### src/rtl/qspi_regfront_pkg.sv
// Package: register word indices and status bit positions shared by the
// front end modules. Assumes byte addresses with word index in addr[6:2].
package qspi_regfront_pkg;
    localparam int ADDR_W = 7;
    localparam int WIDX_W = 5;

    localparam logic [WIDX_W-1:0] W_CTRL    = 5'h00;
    localparam logic [WIDX_W-1:0] W_FRAME   = 5'h01;
    localparam logic [WIDX_W-1:0] W_FRAMEHI = 5'h02;
    localparam logic [WIDX_W-1:0] W_IEN     = 5'h03;
    localparam logic [WIDX_W-1:0] W_STAT    = 5'h04;
    localparam logic [WIDX_W-1:0] W_RXB     = 5'h08;
    localparam logic [WIDX_W-1:0] W_TXB     = 5'h09;
    localparam logic [WIDX_W-1:0] W_RXW     = 5'h0A;
    localparam logic [WIDX_W-1:0] W_TXW     = 5'h0B;

    localparam int CTRL_W   = 12;
    localparam int IEN_W    = 6;
    localparam int STAT_W   = 10;

    localparam int C_EN     = 0;
    localparam int C_HOST   = 1;
    localparam int C_PACK   = 2;

    localparam int S_TXDONE = 0;
    localparam int S_RXDONE = 1;
    localparam int S_RXAV   = 2;
    localparam int S_OVF    = 9;

    // event register layout inside the status block
    typedef struct packed {
        logic ovf;
        logic rxav;
        logic rxdone;
        logic txdone;
    } evt_t;
endpackage

### src/rtl/qspi_byte_fifo.sv
// Byte FIFO accepting up to four pushes and four pops per cycle.
// Assumes DEPTH is a power of two, at least 4, and that the caller never
// pushes beyond free space nor pops beyond the current count.
module qspi_byte_fifo #(
    parameter int DEPTH = 8,
    localparam int PW = $clog2(DEPTH),
    localparam int CW = $clog2(DEPTH + 1)
) (
    input  logic          clk,
    input  logic          rst_n,
    input  logic [2:0]    push_n,
    input  logic [31:0]   push_data,
    input  logic [2:0]    pop_n,
    output logic [CW-1:0] count,
    output logic [31:0]   head
);
    logic [7:0]    mem [DEPTH];
    logic [PW-1:0] wr_ptr;
    logic [PW-1:0] rd_ptr;

    // storage write: lane k lands at wr_ptr+k when k < push_n
    always_ff @(posedge clk) begin
        for (int k = 0; k < 4; k++) begin
            if (3'(k) < push_n) begin
                mem[wr_ptr + PW'(k)] <= push_data[8*k +: 8];
            end
        end
    end

    // pointer and occupancy bookkeeping
    always_ff @(posedge clk) begin
        if (!rst_n) begin
            wr_ptr <= '0;
            rd_ptr <= '0;
            count  <= '0;
        end else begin
            wr_ptr <= wr_ptr + PW'(push_n);
            rd_ptr <= rd_ptr + PW'(pop_n);
            count  <= count + CW'(push_n) - CW'(pop_n);
        end
    end

    // four oldest entries, oldest in the low byte
    for (genvar k = 0; k < 4; k++) begin : g_head
        assign head[8*k +: 8] = mem[rd_ptr + PW'(k)];
    end

    a_r7_no_overrun: assert property (@(posedge clk) disable iff (!rst_n)
        (32'(count) + 32'(push_n) - 32'(pop_n) <= DEPTH) && (32'(pop_n) <= 32'(count)));

    a_r12_count_tracks: assert property (@(posedge clk) disable iff (!rst_n)
        (push_n != 3'd0 || pop_n != 3'd0) |=>
        count == $past(count) + CW'($past(push_n)) - CW'($past(pop_n)));
endmodule

### src/rtl/qspi_status_irq.sv
// Status word assembly, write-one-to-clear event bits and interrupt level.
// Assumes set inputs are single-cycle event strobes; a set beats a clear.
module qspi_status_irq
    import qspi_regfront_pkg::*;
(
    input  logic              clk,
    input  logic              rst_n,
    input  evt_t              clr,
    input  evt_t              set,
    input  logic              tx_space4,
    input  logic              rx_empty,
    input  logic              tx_full,
    input  logic              ready,
    input  logic              pack_mode,
    input  logic [IEN_W-1:0]  ien,
    output logic [STAT_W-1:0] status,
    output logic              irq
);
    evt_t ev;

    // event latch: clear by mask, then OR in fresh events
    always_ff @(posedge clk) begin
        if (!rst_n) begin
            ev <= '0;
        end else begin
            ev <= (ev & ~clr) | set;
        end
    end

    // assemble the visible status word
    always_comb begin
        status           = '0;
        status[S_TXDONE] = ev.txdone;
        status[S_RXDONE] = ev.rxdone;
        status[S_RXAV]   = ev.rxav;
        status[3]        = tx_space4;
        status[4]        = rx_empty;
        status[5]        = tx_full;
        status[7]        = ready;
        status[8]        = pack_mode;
        status[S_OVF]    = ev.ovf;
    end

    // level interrupt from enabled low status bits
    assign irq = |(status[IEN_W-1:0] & ien);

    a_r5_set_wins: assert property (@(posedge clk) disable iff (!rst_n)
        set.rxdone |=> status[S_RXDONE]);

    a_r5_w1c_clears: assert property (@(posedge clk) disable iff (!rst_n)
        clr.rxdone && !set.rxdone |=> !status[S_RXDONE]);

    a_r11_txdone_latch: assert property (@(posedge clk) disable iff (!rst_n)
        set.txdone |=> status[S_TXDONE]);
endmodule

### src/rtl/qspi_regfront.sv
// Register decode, frame setup, byte/packed FIFO access and sequencer
// streams for a quad SPI host. Assumes a single-cycle request bus; reads
// return data the next cycle. The sequencer never pushes into a full RX
// FIFO, and takes TX bytes only while seq_tx_valid is high.
module qspi_regfront
    import qspi_regfront_pkg::*;
#(
    parameter int TX_DEPTH = 8,
    parameter int RX_DEPTH = 8,
    localparam int TCW = $clog2(TX_DEPTH + 1),
    localparam int RCW = $clog2(RX_DEPTH + 1)
) (
    input  logic              clk,
    input  logic              rst_n,
    input  logic              bus_req,
    input  logic              bus_we,
    input  logic [6:0]        bus_addr,
    input  logic [31:0]       bus_wdata,
    output logic [31:0]       bus_rdata,
    output logic              irq,
    output logic [11:0]       seq_ctrl,
    output logic [31:0]       seq_total,
    output logic [8:0]        seq_cmd_bytes,
    output logic [3:0]        seq_idle_clks,
    output logic              seq_start,
    output logic              seq_tx_valid,
    output logic [7:0]        seq_tx_data,
    input  logic              seq_tx_take,
    input  logic              seq_rx_push,
    input  logic [7:0]        seq_rx_data,
    input  logic              seq_rx_last,
    input  logic              seq_tx_done,
    input  logic              seq_ready
);
    logic [WIDX_W-1:0] widx;
    logic              wr;
    logic              rd;
    logic [CTRL_W-1:0] ctrl_q;
    logic [IEN_W-1:0]  ien_q;
    logic [15:0]       tot_hi_q;
    logic [15:0]       tot_lo_q;
    logic [8:0]        cmd_q;
    logic [3:0]        idle_q;
    logic              start_q;
    logic [31:0]       rdata_q;

    logic [TCW-1:0]    tx_cnt;
    logic [31:0]       tx_head;
    logic [2:0]        tx_push_n;
    logic [31:0]       tx_push_d;
    logic [2:0]        tx_pop_n;
    logic              txb_wr, txw_wr, txb_ok, txw_ok;

    logic [RCW-1:0]    rx_cnt;
    logic [31:0]       rx_head;
    logic [2:0]        rx_push_n;
    logic [2:0]        rx_pop_n;
    logic [2:0]        rx_avail_n;
    logic              rxb_rd, rxw_rd, rx_push_ok;
    logic [31:0]       rx_packed;

    evt_t              ev_clr;
    evt_t              ev_set;
    logic [STAT_W-1:0] status;
    logic              frame_wr;

    assign widx     = bus_addr[ADDR_W-1:2];
    assign wr       = bus_req && bus_we;
    assign rd       = bus_req && !bus_we;
    assign frame_wr = wr && widx == W_FRAME;

    // configuration registers and frame start strobe
    always_ff @(posedge clk) begin
        if (!rst_n) begin
            ctrl_q   <= '0;
            ien_q    <= '0;
            tot_hi_q <= '0;
            tot_lo_q <= '0;
            cmd_q    <= '0;
            idle_q   <= '0;
            start_q  <= 1'b0;
        end else begin
            start_q <= frame_wr && ctrl_q[C_EN];
            if (wr && widx == W_CTRL)    ctrl_q   <= bus_wdata[CTRL_W-1:0];
            if (wr && widx == W_IEN)     ien_q    <= bus_wdata[IEN_W-1:0];
            if (wr && widx == W_FRAMEHI) tot_hi_q <= bus_wdata[15:0];
            if (frame_wr) begin
                tot_lo_q <= bus_wdata[15:0];
                cmd_q    <= bus_wdata[24:16];
                idle_q   <= bus_wdata[28:25];
            end
        end
    end

    // TX side: byte or packed push from the bus, single pop by the sequencer
    assign txb_wr = wr && widx == W_TXB;
    assign txw_wr = wr && widx == W_TXW && ctrl_q[C_PACK];
    assign txb_ok = txb_wr && (tx_cnt != TCW'(TX_DEPTH));
    assign txw_ok = txw_wr && (32'(tx_cnt) + 32'd4 <= TX_DEPTH);

    always_comb begin
        tx_push_n = 3'd0;
        tx_push_d = bus_wdata;
        if (txb_ok) tx_push_n = 3'd1;
        else if (txw_ok) tx_push_n = 3'd4;
    end

    assign tx_pop_n = {2'b00, seq_tx_take && (tx_cnt != '0)};

    qspi_byte_fifo #(.DEPTH(TX_DEPTH)) u_txf (
        .clk       (clk),
        .rst_n     (rst_n),
        .push_n    (tx_push_n),
        .push_data (tx_push_d),
        .pop_n     (tx_pop_n),
        .count     (tx_cnt),
        .head      (tx_head)
    );

    // RX side: single push by the sequencer, byte or packed pop from the bus
    assign rx_push_ok = seq_rx_push && (rx_cnt != RCW'(RX_DEPTH));
    assign rx_push_n  = {2'b00, rx_push_ok};
    assign rxb_rd     = rd && widx == W_RXB;
    assign rxw_rd     = rd && widx == W_RXW && ctrl_q[C_PACK];
    assign rx_avail_n = (32'(rx_cnt) >= 32'd4) ? 3'd4 : 3'(rx_cnt);

    always_comb begin
        rx_pop_n = 3'd0;
        if (rxb_rd) rx_pop_n = {2'b00, rx_cnt != '0};
        else if (rxw_rd) rx_pop_n = rx_avail_n;
    end

    // packed RX word with absent lanes forced to zero
    for (genvar k = 0; k < 4; k++) begin : g_rxpack
        assign rx_packed[8*k +: 8] = (3'(k) < rx_avail_n) ? rx_head[8*k +: 8] : 8'h00;
    end

    qspi_byte_fifo #(.DEPTH(RX_DEPTH)) u_rxf (
        .clk       (clk),
        .rst_n     (rst_n),
        .push_n    (rx_push_n),
        .push_data ({24'h0, seq_rx_data}),
        .pop_n     (rx_pop_n),
        .count     (rx_cnt),
        .head      (rx_head)
    );

    // event clear mask and event sources
    always_comb begin
        ev_clr = '0;
        if (wr && widx == W_STAT) begin
            ev_clr.txdone = bus_wdata[S_TXDONE];
            ev_clr.rxdone = bus_wdata[S_RXDONE];
            ev_clr.rxav   = bus_wdata[S_RXAV];
            ev_clr.ovf    = bus_wdata[S_OVF];
        end
        ev_set.txdone = seq_tx_done;
        ev_set.rxdone = rx_push_ok && seq_rx_last;
        ev_set.rxav   = rx_push_ok && (rx_cnt == '0);
        ev_set.ovf    = (txb_wr && !txb_ok) || (txw_wr && !txw_ok);
    end

    qspi_status_irq u_stat (
        .clk       (clk),
        .rst_n     (rst_n),
        .clr       (ev_clr),
        .set       (ev_set),
        .tx_space4 (32'(tx_cnt) + 32'd4 <= TX_DEPTH),
        .rx_empty  (rx_cnt == '0),
        .tx_full   (tx_cnt == TCW'(TX_DEPTH)),
        .ready     (seq_ready),
        .pack_mode (ctrl_q[C_PACK]),
        .ien       (ien_q),
        .status    (status),
        .irq       (irq)
    );

    // read data register, held between reads
    always_ff @(posedge clk) begin
        if (!rst_n) begin
            rdata_q <= '0;
        end else if (rd) begin
            case (widx)
                W_CTRL:    rdata_q <= {20'h0, ctrl_q};
                W_FRAME:   rdata_q <= {3'b000, idle_q, cmd_q, tot_lo_q};
                W_FRAMEHI: rdata_q <= {16'h0, tot_hi_q};
                W_IEN:     rdata_q <= {26'h0, ien_q};
                W_STAT:    rdata_q <= {22'h0, status};
                W_RXB:     rdata_q <= {24'h0, (rx_cnt != '0) ? rx_head[7:0] : 8'h00};
                W_RXW:     rdata_q <= ctrl_q[C_PACK] ? rx_packed : 32'h0;
                default:   rdata_q <= 32'h0;
            endcase
        end
    end

    assign bus_rdata     = rdata_q;
    assign seq_ctrl      = ctrl_q;
    assign seq_total     = {tot_hi_q, tot_lo_q};
    assign seq_cmd_bytes = cmd_q;
    assign seq_idle_clks = idle_q;
    assign seq_start     = start_q;
    assign seq_tx_valid  = tx_cnt != '0;
    assign seq_tx_data   = tx_head[7:0];

    a_r3_no_start_disabled: assert property (@(posedge clk) disable iff (!rst_n)
        frame_wr && !ctrl_q[C_EN] |=> !seq_start);

    a_r8_drop_keeps_fifo: assert property (@(posedge clk) disable iff (!rst_n)
        txw_wr && !txw_ok |=> tx_cnt == $past(tx_cnt) - TCW'($past(tx_pop_n)));

    a_r11_rxav_on_first: assert property (@(posedge clk) disable iff (!rst_n)
        rx_push_ok && rx_cnt == '0 |=> status[S_RXAV]);

    a_r12_take_only_valid: assert property (@(posedge clk) disable iff (!rst_n)
        seq_tx_take |-> seq_tx_valid);
endmodule

### config.mk
export PLATFORM = sky130hd
export DESIGN_NAME = qspi_regfront
export DESIGN_NICKNAME = d
export VERILOG_FILES = /design/src/rtl/qspi_regfront_pkg.sv /design/src/rtl/qspi_byte_fifo.sv /design/src/rtl/qspi_status_irq.sv /design/src/rtl/qspi_regfront.sv
export SDC_FILE = /design/constraint.sdc
export NUM_CORES = 1
export LEC_CHECK = 0
export BUFFER_PORTS_ARGS = -buffer_cell sky130_fd_sc_hd__buf_2
export CAP_MARGIN = 20
export CORE_ASPECT_RATIO = 1.75
export CORE_UTILIZATION = 60
export CTS_CLUSTER_SIZE = 20
export DETAILED_ROUTE_END_ITERATION = 10
export PLACE_DENSITY = 0.81
export SLEW_MARGIN = 20
export SYNTH_ARGS = -nofsm -noshare
export SYNTH_HDL_FRONTEND = slang
export SYNTH_SLANG_ARGS = --single-unit
### constraint.sdc
create_clock -name clk -period 3.9 [get_ports clk]
set_clock_uncertainty 0.2 [all_clocks]
set_input_delay 0.585 -clock clk [delete_from_list [all_inputs] [get_ports clk]]
set_output_delay 0.585 -clock clk [all_outputs]
set_load 0.05 [all_outputs]
==> results of run 1 <==
==> layout make-up <==
type	instances	area share
Tap cell	304	0.0239
Clock buffer	25	0.0359
Sequential cell	248	0.392
Clock inverter	15	0.00974
Inverter	21	0.00495
Timing Repair Buffer	199	0.0705
Antenna cell	1	0.000157
Multi-Input combinational cell	914	0.463
==> cell usage in the layout (no fill, tap or decap), drive strengths merged, types with 4 or more instances in the layout <==
master / synthesis / layout
buf: 52 / 199
nand2: 141 / 141
edfxtp: 128 / 128
dfxtp: 120 / 120
mux4: 74 / 74
a21oi: 72 / 72
mux2i: 65 / 65
o22ai: 56 / 56
nand3: 55 / 55
a21boi: 50 / 50
and2: 49 / 49
o21ai: 34 / 34
clkbuf: 92 / 25
nor2: 24 / 24
inv: 21 / 24
ha: 22 / 22
nor2b: 21 / 21
nand4: 21 / 21
nor3: 18 / 18
a22oi: 17 / 17
mux2: 17 / 17
a22o: 14 / 14
o31ai: 13 / 13
and3: 13 / 13
a31oi: 10 / 10
a222oi: 10 / 10
xor2: 9 / 9
o211ai: 9 / 9
o221ai: 9 / 9
xnor2: 9 / 9
o21a: 7 / 7
and3b: 7 / 7
o32a: 7 / 7
nor3b: 7 / 7
clkinv: 0 / 7
nand3b: 5 / 5
a221oi: 5 / 5
nand2b: 5 / 5
or4: 4 / 4
nor4: 4 / 4
==> metal layers <==
metal  GRT usage  share of wire  up-vias
met1       0.398           0.31     5748
li1            -              -     5211
met3      0.0635          0.082      242
met2       0.683           0.51      780
met5           0              0        -
met4       0.342           0.10        0
==> worst min-delay path by stage <==
stage	startpoint	endpoint	slack [ns]	cells after the start
global placement	tot_hi_q[5]	tot_hi_q[5]	0.26	2
detailed placement	bus_rdata[29]	bus_rdata[29]	0.27	2
global route	seq_rx_data[4]	u_rxf.mem[3][4]	0.11	1
finish	seq_rx_data[4]	u_rxf.mem[3][4]	0.11	1
floorplan	ien_q[2]	ien_q[2]	0.26	2
CTS	seq_rx_data[7]	u_rxf.mem[3][7]	0.09	1
==> sequential cells by signal, summed over array words and instances (netlist names) <==
| signal | flops |
|---|---|
| tot_lo_q | 16 |
| u_rxf.wr_ptr | 3 |
| bus_rdata | 32 |
| seq_ctrl | 12 |
| seq_cmd_bytes | 9 |
| u_rxf.mem | 64 |
| tot_hi_q | 16 |
| u_txf.count | 4 |
| u_rxf.rd_ptr | 3 |
| u_txf.rd_ptr | 3 |
| ien_q | 6 |
| u_txf.wr_ptr | 3 |
| seq_idle_clks | 4 |
| seq_start | 1 |
| u_rxf.count | 4 |
| u_txf.mem | 64 |
| u_stat.status | 4 |
==> synth_stat cells (5+ instances only) <==
cell type  number  share of area
a21oi_2        20          0.012
o22ai_1        56          0.024
and3b_1         7         0.0043
o31ai_1        13         0.0068
o32a_1          7         0.0049
buf_6           5         0.0039
nor2_1         24         0.0063
buf_1          13         0.0034
o211ai_1        9         0.0047
a221oi_1        5         0.0031
mux4_2         74           0.12
a21oi_1        52          0.018
nand2_1       141          0.037
nor3b_1         7         0.0037
mux2_2         17          0.013
nor3_1         16         0.0056
buf_2          32          0.011
o21a_1          7         0.0037
nand3_1        55          0.019
a21boi_0       35          0.018
a222oi_1       10         0.0070
clkbuf_1       92          0.024
and3_1         13         0.0057
o21ai_1        11         0.0038
dfxtp_1       120           0.17
and2_1         43          0.019
nand2b_1        5         0.0022
a21boi_1       15         0.0079
edfxtp_1      128           0.27
xor2_1          9         0.0055
mux2i_1        65          0.045
xnor2_1         8         0.0049
o21ai_0        23         0.0080
nand3b_1        5         0.0026
inv_1          20         0.0052
a22oi_1        17         0.0089
nor2b_1        21         0.0092
o221ai_1        9         0.0055
ha_1           22          0.019
a31oi_1        10         0.0044
a22o_1         14         0.0086
nand4_1        20         0.0087
==> through the flow <==
| step | setup slack [ns] | util | hold WS (ns) | power [W] | instances |
|---|---|---|---|---|---|
| final | 0.620 | 0.683 | 0.108 | 0.00640 | 1727 |
| after global routing | 0.529 | 0.683 | 0.114 | 0.00659 | 1727 |
| after CTS | 0.700 | 0.682 | 0.0916 | 0.00640 | 1726 |
| after detailed placement | 0.658 | 0.651 | 0.267 | 0.00422 | 1686 |
| after global placement | 0.682 | 0.651 | 0.258 | 0.00417 | 1686 |
| after floorplan | 0.674 | - | 0.256 | 0.00387 | 1327 |
==> cell families after synthesis <==
logic type / after synthesis
and+or+nand+nor: 389
AOI/OAI and AO/OA: 326
DFF: 248
buffers and inverters: 165
muxes: 156
adders and majority gates: 25
xor gates and xnor gates: 18
==> critical path, delay by kind of cell, from the launching register on <==
family / cells / cell delay (ns)
and+or+nand+nor: 2 / 1.13
adders and majority gates: 1 / 0.50
AOI/OAI and AO/OA: 1 / 0.42
DFF: 1 / 0.51
buffers and inverters: 1 / 0.14
==> report_power, final <==
part,switching [W],internal (W),total (W),leakage (nW)
registers,0.000112,0.00283,0.00294,2.13
logic,0.000731,0.000502,0.00123,3.16
clock network,0.00102,0.00121,0.00222,0.348
total,0.00186,0.00454,0.00640,5.63
==> out/metrics.sh, run 1 <==
CTSLONGESTPATHBUFFERS=3
MAPPED_NETS=1408
SYNTH_ASYNC_SR_FLOP_SHARE=0
NUMBER_OF_VIAS_PER_CELL_AFTER_DETAILED_ROUTING=6.94
POSTSYNTHREGISTERBITS=248
CTS_ROOT_BUFFER='clkbuf_16'
REGTOREGSETUPSLACK_NS=0.62
CTS_TREE='built'
DR.PASS1.ITERS=6
FP-ROW-COUNT=74
SLEW_LIMIT_HEADROOM=0.328
FINALMAXSLEWVIOLATIONS=0
FIRST_PASS_GRT_WIRE_LENGTH_MM=70.3
DPL_WIRE_LENGTH_MM=35.1
HTREEDEPTH=1
CRITPATHMAXFANOUT=12
POST_DRT_WL_PER_CELL_UM=27.2
SYNTHESIS.YOSYS.WARNINGS=0
GRT_MAX_DEGREE=87
CRITICAL_PATH.CELL_CHAIN='inv_1 > ha_1 > or4_1 > and2_4 > o211ai_1'
CTS_SINKS=248
WORSTHOLDPATHTYPE='input pin to register'
SYNTH-EDFF-COUNT=128
YS_DOMINANT_REG_CELL='edfxtp_1'
TIMING.SETUP.CRITICAL_PATH_CLASS='register to register'
DR_VIAS=11981
SHARE_OF_THE_CYCLE_NEEDED_BY_THE_CRITICAL_PATH_AFTER_ROUTING=0.841
VIAS_IN_THE_FIRST_GLOBAL_ROUTE=11699
CP-STARTPOINT='u_txf.wr_ptr[0]'
SYNTH_TO_FINAL_AREA_CHANGE_PCT=11.4
FINAL-SETUP-VIOL-COUNT=0
CRITICAL-PATH-SLOWEST-CELL='or4_1'
SYNTH-COMPOUND-AREA-SHARE=0.159
SYNTH_TOP_FAMILY_BY_AREA='multiplexers'
CLK_PIN_SLEW_NS=0.07
DR.FIRST_ITER.DRC_COUNT=1422
P_LEAK_nW=5.63
FMAXACHIEVABLE_GHz=0.305
KIND_OF_CAPTURE_POINT_OF_THE_WORST_SETUP_PATH='register'
SYNTHMUXAREASHARE=0.175
CP-ENDPOINT='u_txf.mem[7][1]'
CTS_BUFFERS=22
MAXCAPVIOLCOUNT=0
FLOORPLAN.IO_PINS=156
MULTI_INPUT_COMB_AREA_UM2=7370
IO_BUFFER_COUNT=153
DIE-WIDTH_UM=119
ROUTE.ANTENNA.REMAINING_NETS=0
CORE-AREA_UM2=23300
SETUP_TNS_NS=0
CLOCK_PERIOD_MINUS_WORST_SLACK_NS=3.28
INITIAL_UTILIZATION=0.613
OUTCOME='complete, no violations'
POST-CTS-SETUP-BUFFER-COUNT=0
WORST_SKEW_PAIR.LATE_LATENCY_NS=0.55
LAYOUT.NETS=1487
FINAL-SEQ-AREA_UM2=6250
TOTALWIRELENGTH_MM=47.0
FINAL_LAYOUT_SIZE_SUFFIX_GT1_FRAC=0.257
CRIT-REG2REG-LAUNCH='u_txf.wr_ptr[0]'
POST_SYNTH_NUM_CELL_TYPES=75
SYNTH_ADDER_AREA_SHARE=0.0234
TIMING.CRITICAL_PATH.SLOWEST_CELL_DELAY_NS=0.83
CRIT_PATH_START_KIND='register'
FILLER_CELL_COUNT=1776
TIMING.FINAL.HOLD_VIOLATIONS=0
POSTSYNTHAREAPERCELL_UM2=10.8
REG2REG_CAPTURE_POINT='u_txf.mem[7][1]'
GRT.OVERFLOW.TOTAL=0
WORST_EP_ARRIVAL_TIME_NS=3.24
WORST-SLEW-PIN-TRANSITION_NS=1.00
SYNTH_SIMPLE_GATE_AREA_SHARE=0.145
POWERDENSITY_nW_PER_UM2=402
DESIGN.DIE.AREA_UM2=24500
SYNTH_CELLS=1327
VDD.IR_DROP.WORST_uV=456
GRT_USE_TOTAL=0.388
SYN_AREA_UM2=14300
RSZ0062_AT_GRT='no'
FIN_AREA_UM2=15900
GRT_ANTENNA_BEFORE_REPAIR=2
WORSTREGTOREGCELLS=5
PLACE.GP.CONGESTION=1.12
CTS-HOLD-FIX-BUFFERS=0
PLACED_AREA_UM2=15200
DRC_ERRORS=0
SEQ_AREA_FRAC_SYNTH=0.437
POST_CTS.RESIZED_INSTANCES=0
TIMING.CRITICAL_PATH.REQUIRED_NS=3.86
DIE-HEIGHT_UM=206
SYNTHXORXNORAREAFRAC=0.0115
Power figures use the tool's default switching activity.
==> inputs of run 2 (changes only) <==
- ABC_AREA: not set -> 1
- clock period: 3.9 -> 3.2 ns (I/O delays scaled with it)
==> run 2 against run 1 <==
Setup slack got worse by 0.61 ns. Global-route usage rose by 5.5 points. Cell area up 2.5%. Largest cell class unchanged. Highest routed layer unchanged. Critical path depth is 1 higher.
==> out/metrics.sh, run 2 <==
OUTCOME='complete, no violations'
MAXCAPVIOLCOUNT=0  # unchanged
LEADING_CELL_TYPES_IN_THE_LAYOUT_FILL_AND_TAPS_EXCLUDED='nand2_1 (667), nand3_1 (269), nor2_1 (224), buf_2 (153), edfxtp_1 (128)'
DIE-HEIGHT_UM=206  # about the same
PLACE.GP.CONGESTION=1.03  # -8.0%
INITIAL_UTILIZATION=0.613  # about the same
GLOBAL_ROUTE.USAGE.MET2=0.751  # +0.0687
CLOCK_PERIOD_MINUS_WORST_SLACK_NS=3.19
FILLER_CELL_COUNT=2021  # +14%
GRT_ANTENNA_BEFORE_REPAIR=0  # -2
GRT_UTIL_MET1=0.473  # +0.0746
SYN_AREA_UM2=14300  # about the same
NETLIST_TOP_CELLS_AREA='edfxtp_1 (27%), nand2_1 (17%), dfxtp_1 (17%)'
DR.FIRST_ITER.DRC_COUNT=1985  # +40%
SHARE_OF_THE_SYNTHESIZED_AREA_IN_THE_TOP_CELL_TYPE=0.269  # about the same
DESIGN.DIE.AREA_UM2=24500  # about the same
NUMBER_OF_VIAS_PER_CELL_AFTER_DETAILED_ROUTING=6.08  # -12%
CTS-HOLD-FIX-BUFFERS=0  # unchanged
TIMING.SETUP.CRITICAL_PATH_CLASS='register to primary output'
FMAXACHIEVABLE_GHz=0.314
FP-ROW-COUNT=74  # unchanged
FINAL-SETUP-VIOL-COUNT=0  # unchanged
SYNTH_TO_FINAL_AREA_CHANGE_PCT=14.1
CLK_PIN_SLEW_NS=0.07  # about the same
POST_DRT_WL_PER_CELL_UM=21.6  # -21%
SYNTH_MOST_COMMON_CELL='nand2_1'
HTREEDEPTH=1  # unchanged
FIRST_PASS_GRT_WIRE_LENGTH_MM=80.7  # +15%
SYNTH_TOP_FAMILY_BY_AREA='simple AND/OR/NAND/NOR gates'
POWERDENSITY_nW_PER_UM2=506  # +26%
SYNTH_SIMPLE_GATE_AREA_SHARE=0.369  # +0.224
SETUP_TNS_NS=0  # unchanged
POST_SYNTH_TOP_AREA_CELL='edfxtp_1'
CTSLONGESTPATHBUFFERS=3  # unchanged
POST_SYNTH_NUM_CELL_TYPES=42  # -44%
LAYOUT.NETS=2257  # +52%
SYNTH-EDFF-COUNT=128  # unchanged
CRITICAL_PATH.CELL_CHAIN='inv_1 > o21ai_0 > o22ai_1 > nor2_1 > a31oi_1 > buf_2'
DRC_ERRORS=0  # unchanged
CRITPATHMAXFANOUT=16  # +4
TOP_CELLS_BY_INSTANCE_COUNT_AFTER_SYNTHESIS='nand2_1 (667), nand3_1 (269), nor2_1 (225)'
PLACED_AREA_UM2=15500  # +2.3%
ROUTE.ANTENNA.REMAINING_NETS=0  # unchanged
WORST-SLEW-PIN-TRANSITION_NS=0.954  # -0.0503 ns
IO_BUFFER_COUNT=153  # unchanged
CTS_SINKS=248  # unchanged
TIMING.CRITICAL_PATH.SLOWEST_CELL_DELAY_NS=0.43  # -0.40 ns
RSZ0062_AT_GRT='no'
FIN_AREA_UM2=16300  # +2.5%
SYNTH_CELLS=2031  # +53%
CRIT_PATH_START_KIND='register'
SEQ_AREA_FRAC_SYNTH=0.437  # about the same
WORSTHOLDPATHTYPE='input pin to register'
FINAL_LAYOUT_SIZE_SUFFIX_GT1_FRAC=0.141  # -0.116
SYNTHMUXAREASHARE=0  # -0.175
WORST_SKEW_PAIR.LATE_LATENCY_NS=0.54  # about the same
CTS_BUFFERS=23  # +4.5%
DIE-WIDTH_UM=119  # about the same
GLOBALROUTEMET3UTIL=0.0784  # +0.0149
CTS_ROOT_BUFFER='clkbuf_16'
SYNTHXORXNORAREAFRAC=0.00673  # -0.00481
GRT_USE_TOTAL=0.444  # +0.0555
SYNTHESIS.YOSYS.WARNINGS=0  # unchanged
TOTALWIRELENGTH_MM=53.9  # +15%
TOP_USAGE_LAYER_GRT='met2'
KIND_OF_CAPTURE_POINT_OF_THE_WORST_SETUP_PATH='primary output'
TIMING.FINAL.HOLD_VIOLATIONS=0  # unchanged
VDD.IR_DROP.WORST_uV=702  # +54%
SHARE_OF_THE_CYCLE_NEEDED_BY_THE_CRITICAL_PATH_AFTER_ROUTING=0.996
CORE-AREA_UM2=23300  # unchanged
CRIT-REG2REG-LAUNCH='u_txf.wr_ptr[1]'
DR.PASS1.ITERS=8  # +2
SYNTH_ADDER_AREA_SHARE=0.0234  # about the same
DR_VIAS=15181  # +27%
CP-STARTPOINT='u_txf.rd_ptr[1]'
DIODE_INSERTION_COUNT_FOR_ANTENNA_REPAIR=0  # -1
P_LEAK_nW=7.50  # +33%
GRT_MAX_DEGREE=73  # -16%
MULTI_INPUT_COMB_AREA_UM2=7120  # -3.4%
WORST_EP_ARRIVAL_TIME_NS=2.51  # -0.73 ns
SYNTH-COMPOUND-AREA-SHARE=0.0974  # -0.0615
MAPPED_NETS=2112  # +50%
GRT.OVERFLOW.TOTAL=0  # unchanged
POSTSYNTHREGISTERBITS=248  # unchanged
CTS_TREE='built'
FLOORPLAN.IO_PINS=156  # unchanged
CRITICAL-PATH-SLOWEST-CELL='o22ai_1'
VIAS_IN_THE_FIRST_GLOBAL_ROUTE=14267  # +22%
LAYOUT_COMMONEST_CELL='nand2_1'
SLEW_LIMIT_HEADROOM=0.361  # +0.0326
FINAL-SEQ-AREA_UM2=6250  # unchanged
TIMING.CRITICAL_PATH.REQUIRED_NS=2.52  # -1.34 ns
POSTSYNTHAREAPERCELL_UM2=7.05  # -35%
SYNTH_ASYNC_SR_FLOP_SHARE=0  # unchanged
DPL_WIRE_LENGTH_MM=39.0  # +11%
TIMING.HOLD.WORST.START='seq_rx_data[6]'
FINALMAXSLEWVIOLATIONS=0  # unchanged
YS_DOMINANT_REG_CELL='edfxtp_1'
==> run 2: layout make-up <==
type | count | share of cell area
clock inverter | 11 | 0.00536
tap | 304 | 0.0233
timing repair buffer | 221 | 0.0789
clock buffer | 30 | 0.0427
sequential | 248 | 0.383
multi-input combinational | 1546 | 0.436
inverter | 136 | 0.0315
==> run 2: kinds of logic after synthesis <==
family | after synthesis
AND/OR/NAND/NOR | 1243
AO/OA/AOI/OAI | 267
flip-flops | 248
buffers and inverters | 237
adder cells (fa/ha/maj) | 25
XOR/XNOR | 11
==> run 2: where the power goes <==
group          internal (W)  total, W  leakage (nW)  switching, W
combinational      0.000505   0.00185          4.98       0.00135
clock               0.00163   0.00288         0.395       0.00125
sequential          0.00346   0.00353          2.13     0.0000767
total               0.00559   0.00827          7.50       0.00268
==> run 2: through the flow <==
stage               total power (W)  cells  setup slack, ns  hold slack [ns]   util
finish                      0.00827   2496           0.0125           0.0228  0.700
global route                0.00851   2496          0.00566           0.0246  0.700
CTS                         0.00821   2496           0.0497           0.0193  0.700
detailed placement          0.00539   2455            0.359            0.254  0.666
global placement            0.00535   2455            0.368            0.249  0.666
floorplan                   0.00476   2031            0.573            0.262      -
==> run 2: what timing repair did <==
action / in CTS / in global routing
resized for setup: 0 / 1
buffers inserted: 0 / 0
endpoints found under the setup margin: 0 / 3
==> run 2: worst paths after layout <==
check                           depth (start not counted)         endpoint  slack (ns)
worst min-delay path                                    1  u_rxf.mem[7][6]        0.02
worst max-delay path                                    6   seq_tx_data[3]        0.01
worst max register to register                          6  u_txf.mem[6][0]        0.42
worst min register to register                          2    bus_rdata[14]        0.26
==> run 2: routing by layer <==
| layer | wire length, um | share of wire |
|---|---|---|
| met1 | 17700 | 0.33 |
| met2 | 25700 | 0.48 |
| met3 | 4960 | 0.092 |
| met4 | 5550 | 0.10 |
| met5 | 0 | 0 |
==> run 2: worst max-delay path, delay by kind of cell (launching register included) <==
family	cells	cell delay [ns]
compound gates	3	0.89
buf+inv	2	0.69
flops	1	0.31
simple gates	1	0.08
==> inputs of run 3 (changes only) <==
--- a/config.mk
+++ b/config.mk
@@ -7,5 +7,5 @@
 export LEC_CHECK = 0
 export ABC_AREA = 1
-export BUFFER_PORTS_ARGS = -buffer_cell sky130_fd_sc_hd__buf_2
+export BUFFER_PORTS_ARGS = -buffer_cell sky130_fd_sc_hd__buf_4
 export CAP_MARGIN = 20
 export CORE_ASPECT_RATIO = 1.75
==> constraint.sdc (replaced) <==
create_clock -name clk -period 3.2 [get_ports clk]
set_clock_uncertainty 0.2 [all_clocks]
set_input_delay 0.32 -clock clk [delete_from_list [all_inputs] [get_ports clk]]
set_output_delay 0.32 -clock clk [all_outputs]
set_load 0.05 [all_outputs]
==> run 3 against run 2 <==
Power decreased by 0.93%. Register-to-register slack lost 0.03 ns. Die area is the same. Combinational power barely moved. Non-clock buffer count up 10. Via count increased by 1.8%. Routed wire length is 2.0% higher. Setup slack improved by 0.35 ns. Global-route usage up 0.88 points. Sequential power about the same.
==> out/metrics.sh, run 3 (synthesis gave the netlist of run 2 again) <==
TIMING.CRITICAL_PATH.REQUIRED_NS=2.68  # +0.16 ns
RSZ0062_AT_GRT='no'
PLACE.GP.CONGESTION=1.05  # +1.8%
DR.FIRST_ITER.DRC_COUNT=2107  # +6.1%
DR.PASS1.ITERS=10  # +2
CRIT_CELLS=5  # -1
GRT_USE_TOTAL=0.452  # +0.00882
LEADING_CELL_TYPES_IN_THE_LAYOUT_FILL_AND_TAPS_EXCLUDED='nand2_1 (667), nand3_1 (269), nor2_1 (224), buf_4 (213), edfxtp_1 (128)'
GRT_ANTENNA_BEFORE_REPAIR=2  # +2
GRT.OVERFLOW.TOTAL=0  # unchanged
DRC_ERRORS=0  # unchanged
KIND_OF_CAPTURE_POINT_OF_THE_WORST_SETUP_PATH='primary output'
WORST_EP_ARRIVAL_TIME_NS=2.32  # -0.19 ns
DPL_WIRE_LENGTH_MM=40.1  # +2.9%
SHARE_OF_THE_CYCLE_NEEDED_BY_THE_CRITICAL_PATH_AFTER_ROUTING=0.887  # -0.109
FIRST_PASS_GRT_WIRE_LENGTH_MM=82.6  # +2.4%
TIMING.SETUP.CRITICAL_PATH_CLASS='register to primary output'
SYNTH_TO_FINAL_AREA_CHANGE_PCT=17.3
CRITICAL-PATH-SLOWEST-CELL='dfxtp_1'
ROUTE.ANTENNA.REMAINING_NETS=0  # unchanged
HOLD_DEPTH=3  # +2
CTS_BUFFERS=23  # unchanged
POST_DRT_WL_PER_CELL_UM=21.9  # +1.5%
TIMING.CRITICAL_PATH.SLOWEST_CELL_DELAY_NS=0.65  # +0.22 ns
GRT_MAX_DEGREE=73  # unchanged
TOTALWIRELENGTH_MM=54.9  # +2.0%
OUTCOME='complete, no violations'
PLACED_AREA_UM2=15900  # +2.1%
LAYOUT_COMMONEST_CELL='nand2_1'
FP-ROW-COUNT=74  # unchanged
CRITICAL_PATH.CELL_CHAIN='inv_1 > nor2_1 > o21ai_0 > a31oi_1 > buf_4'
FINAL-SETUP-VIOL-COUNT=0  # unchanged
DPL_WORST_SLACK_NS=0.476  # +0.117 ns
WORSTREGTOREGCELLS=9  # +3
FINAL_LAYOUT_SIZE_SUFFIX_GT1_FRAC=0.135  # -0.00615
CTS_ROOT_BUFFER='clkbuf_16'
WORST_SKEW_PAIR.LATE_LATENCY_NS=0.54  # about the same
CLK_PIN_SLEW_NS=0.06  # about the same
CTS_TREE='built'
CLOCK_PERIOD_MINUS_WORST_SLACK_NS=2.84  # -0.349 ns
CRIT-REG2REG-LAUNCH='u_txf.wr_ptr[1]'
POST_CTS.RESIZED_INSTANCES=0  # unchanged
WORSTHOLDPATHTYPE='input pin to register'
TIMING.FINAL.HOLD_VIOLATIONS=0  # unchanged
CTS_SINKS=248  # unchanged
DESIGN.DIE.AREA_UM2=24500  # unchanged
WORST_SLACK_NS=0.362  # +0.349 ns
CRITPATHMAXFANOUT=18  # +2
VIAS_IN_THE_FIRST_GLOBAL_ROUTE=14627  # +2.5%
POST-CTS-SETUP-BUFFER-COUNT=0  # unchanged
DIE-HEIGHT_UM=206  # unchanged
WORST-SLEW-PIN-TRANSITION_NS=0.749  # -0.204 ns
DR_VIAS=15458  # +1.8%
IO_BUFFER_COUNT=153  # unchanged
SETUP_TNS_NS=0  # unchanged
CRIT_PATH_START_KIND='register'
POWERDENSITY_nW_PER_UM2=488  # -3.6%
FMAXACHIEVABLE_GHz=0.352  # +12%
FILLER_CELL_COUNT=1886  # -6.7%
SLEW_LIMIT_HEADROOM=0.500  # +0.139
CTSLONGESTPATHBUFFERS=3  # unchanged
CRIT_BUF_INV=2  # unchanged
DIE-WIDTH_UM=119  # unchanged
LAYOUT.NETS=2267  # +0.44%
FINALMAXSLEWVIOLATIONS=0  # unchanged
CP-STARTPOINT='u_txf.rd_ptr[1]'
NUMBER_OF_VIAS_PER_CELL_AFTER_DETAILED_ROUTING=6.16  # +1.3%
FLOORPLAN.IO_PINS=156  # unchanged
VDD.IR_DROP.WORST_uV=490  # -30%
CRITICAL_PATH.TOP_DELAY_FAMILY='flip-flops'
P_LEAK_nW=7.56  # +0.72%
HTREEDEPTH=1  # unchanged
FIN_AREA_UM2=16800  # +2.8%
CORE-AREA_UM2=23300  # unchanged
TIMING.HOLD.WORST.START='bus_wdata[29]'
INITIAL_UTILIZATION=0.613  # unchanged
MAXCAPVIOLCOUNT=0  # unchanged
==> run 3: path summary, 6_finish.rpt <==
kind,slack [ns],end
min,0.02,u_txf.mem[6][5]
min reg2reg,0.27,bus_rdata[17]
max,0.36,seq_tx_data[3]
max reg2reg,0.39,u_txf.mem[0][7]
==> run 3: final cells by class <==
type / count / area (um^2) / share of cell area
antenna: 1 / 2.50 / 0.000149
clock buffer: 29 / 618 / 0.0368
clock inverter: 13 / 124 / 0.00738
inverter: 136 / 510 / 0.0304
multi-input combinational: 1546 / 7120 / 0.424
sequential: 248 / 6250 / 0.372
tap: 304 / 380 / 0.0227
timing repair buffer: 231 / 1790 / 0.107
==> run 3: tightest hold or removal path, cell delays in order <==
cell and delay [ns]:
buf_4 0.18, nand2_1 0.08, nand2_1 0.06
==> run 3: metrics by stage <==
step	cells	hold WS (ns)	util	power, W
floorplan	2031	0.219	-	0.00476
global placement	2448	0.253	0.680	0.00536
detailed placement	2448	0.258	0.680	0.00542
CTS	2507	0.00386	0.719	0.00813
global route	2508	0.0107	0.720	0.00843
finish	2508	0.0219	0.720	0.00819
==> run 3: power breakdown <==
group / internal [W] / switching [W]
Sequential: 0.00346 / 0.0000933
Clock: 0.00154 / 0.00122
Combinational: 0.000556 / 0.00132
==> run 3: timing repair <==
item                       in CTS  in global routing
hold buffers                   17                  0
setup endpoints to repair       0                  0
hold endpoints to repair       73                  0
==> run 3: metal layers <==
| layer | GRT usage | wire length (um) |
|---|---|---|
| met5 | 0 | 15 |
| met2 | 0.758 | 26000 |
| met4 | 0.451 | 6330 |
| met1 | 0.465 | 17600 |
| met3 | 0.0897 | 4990 |
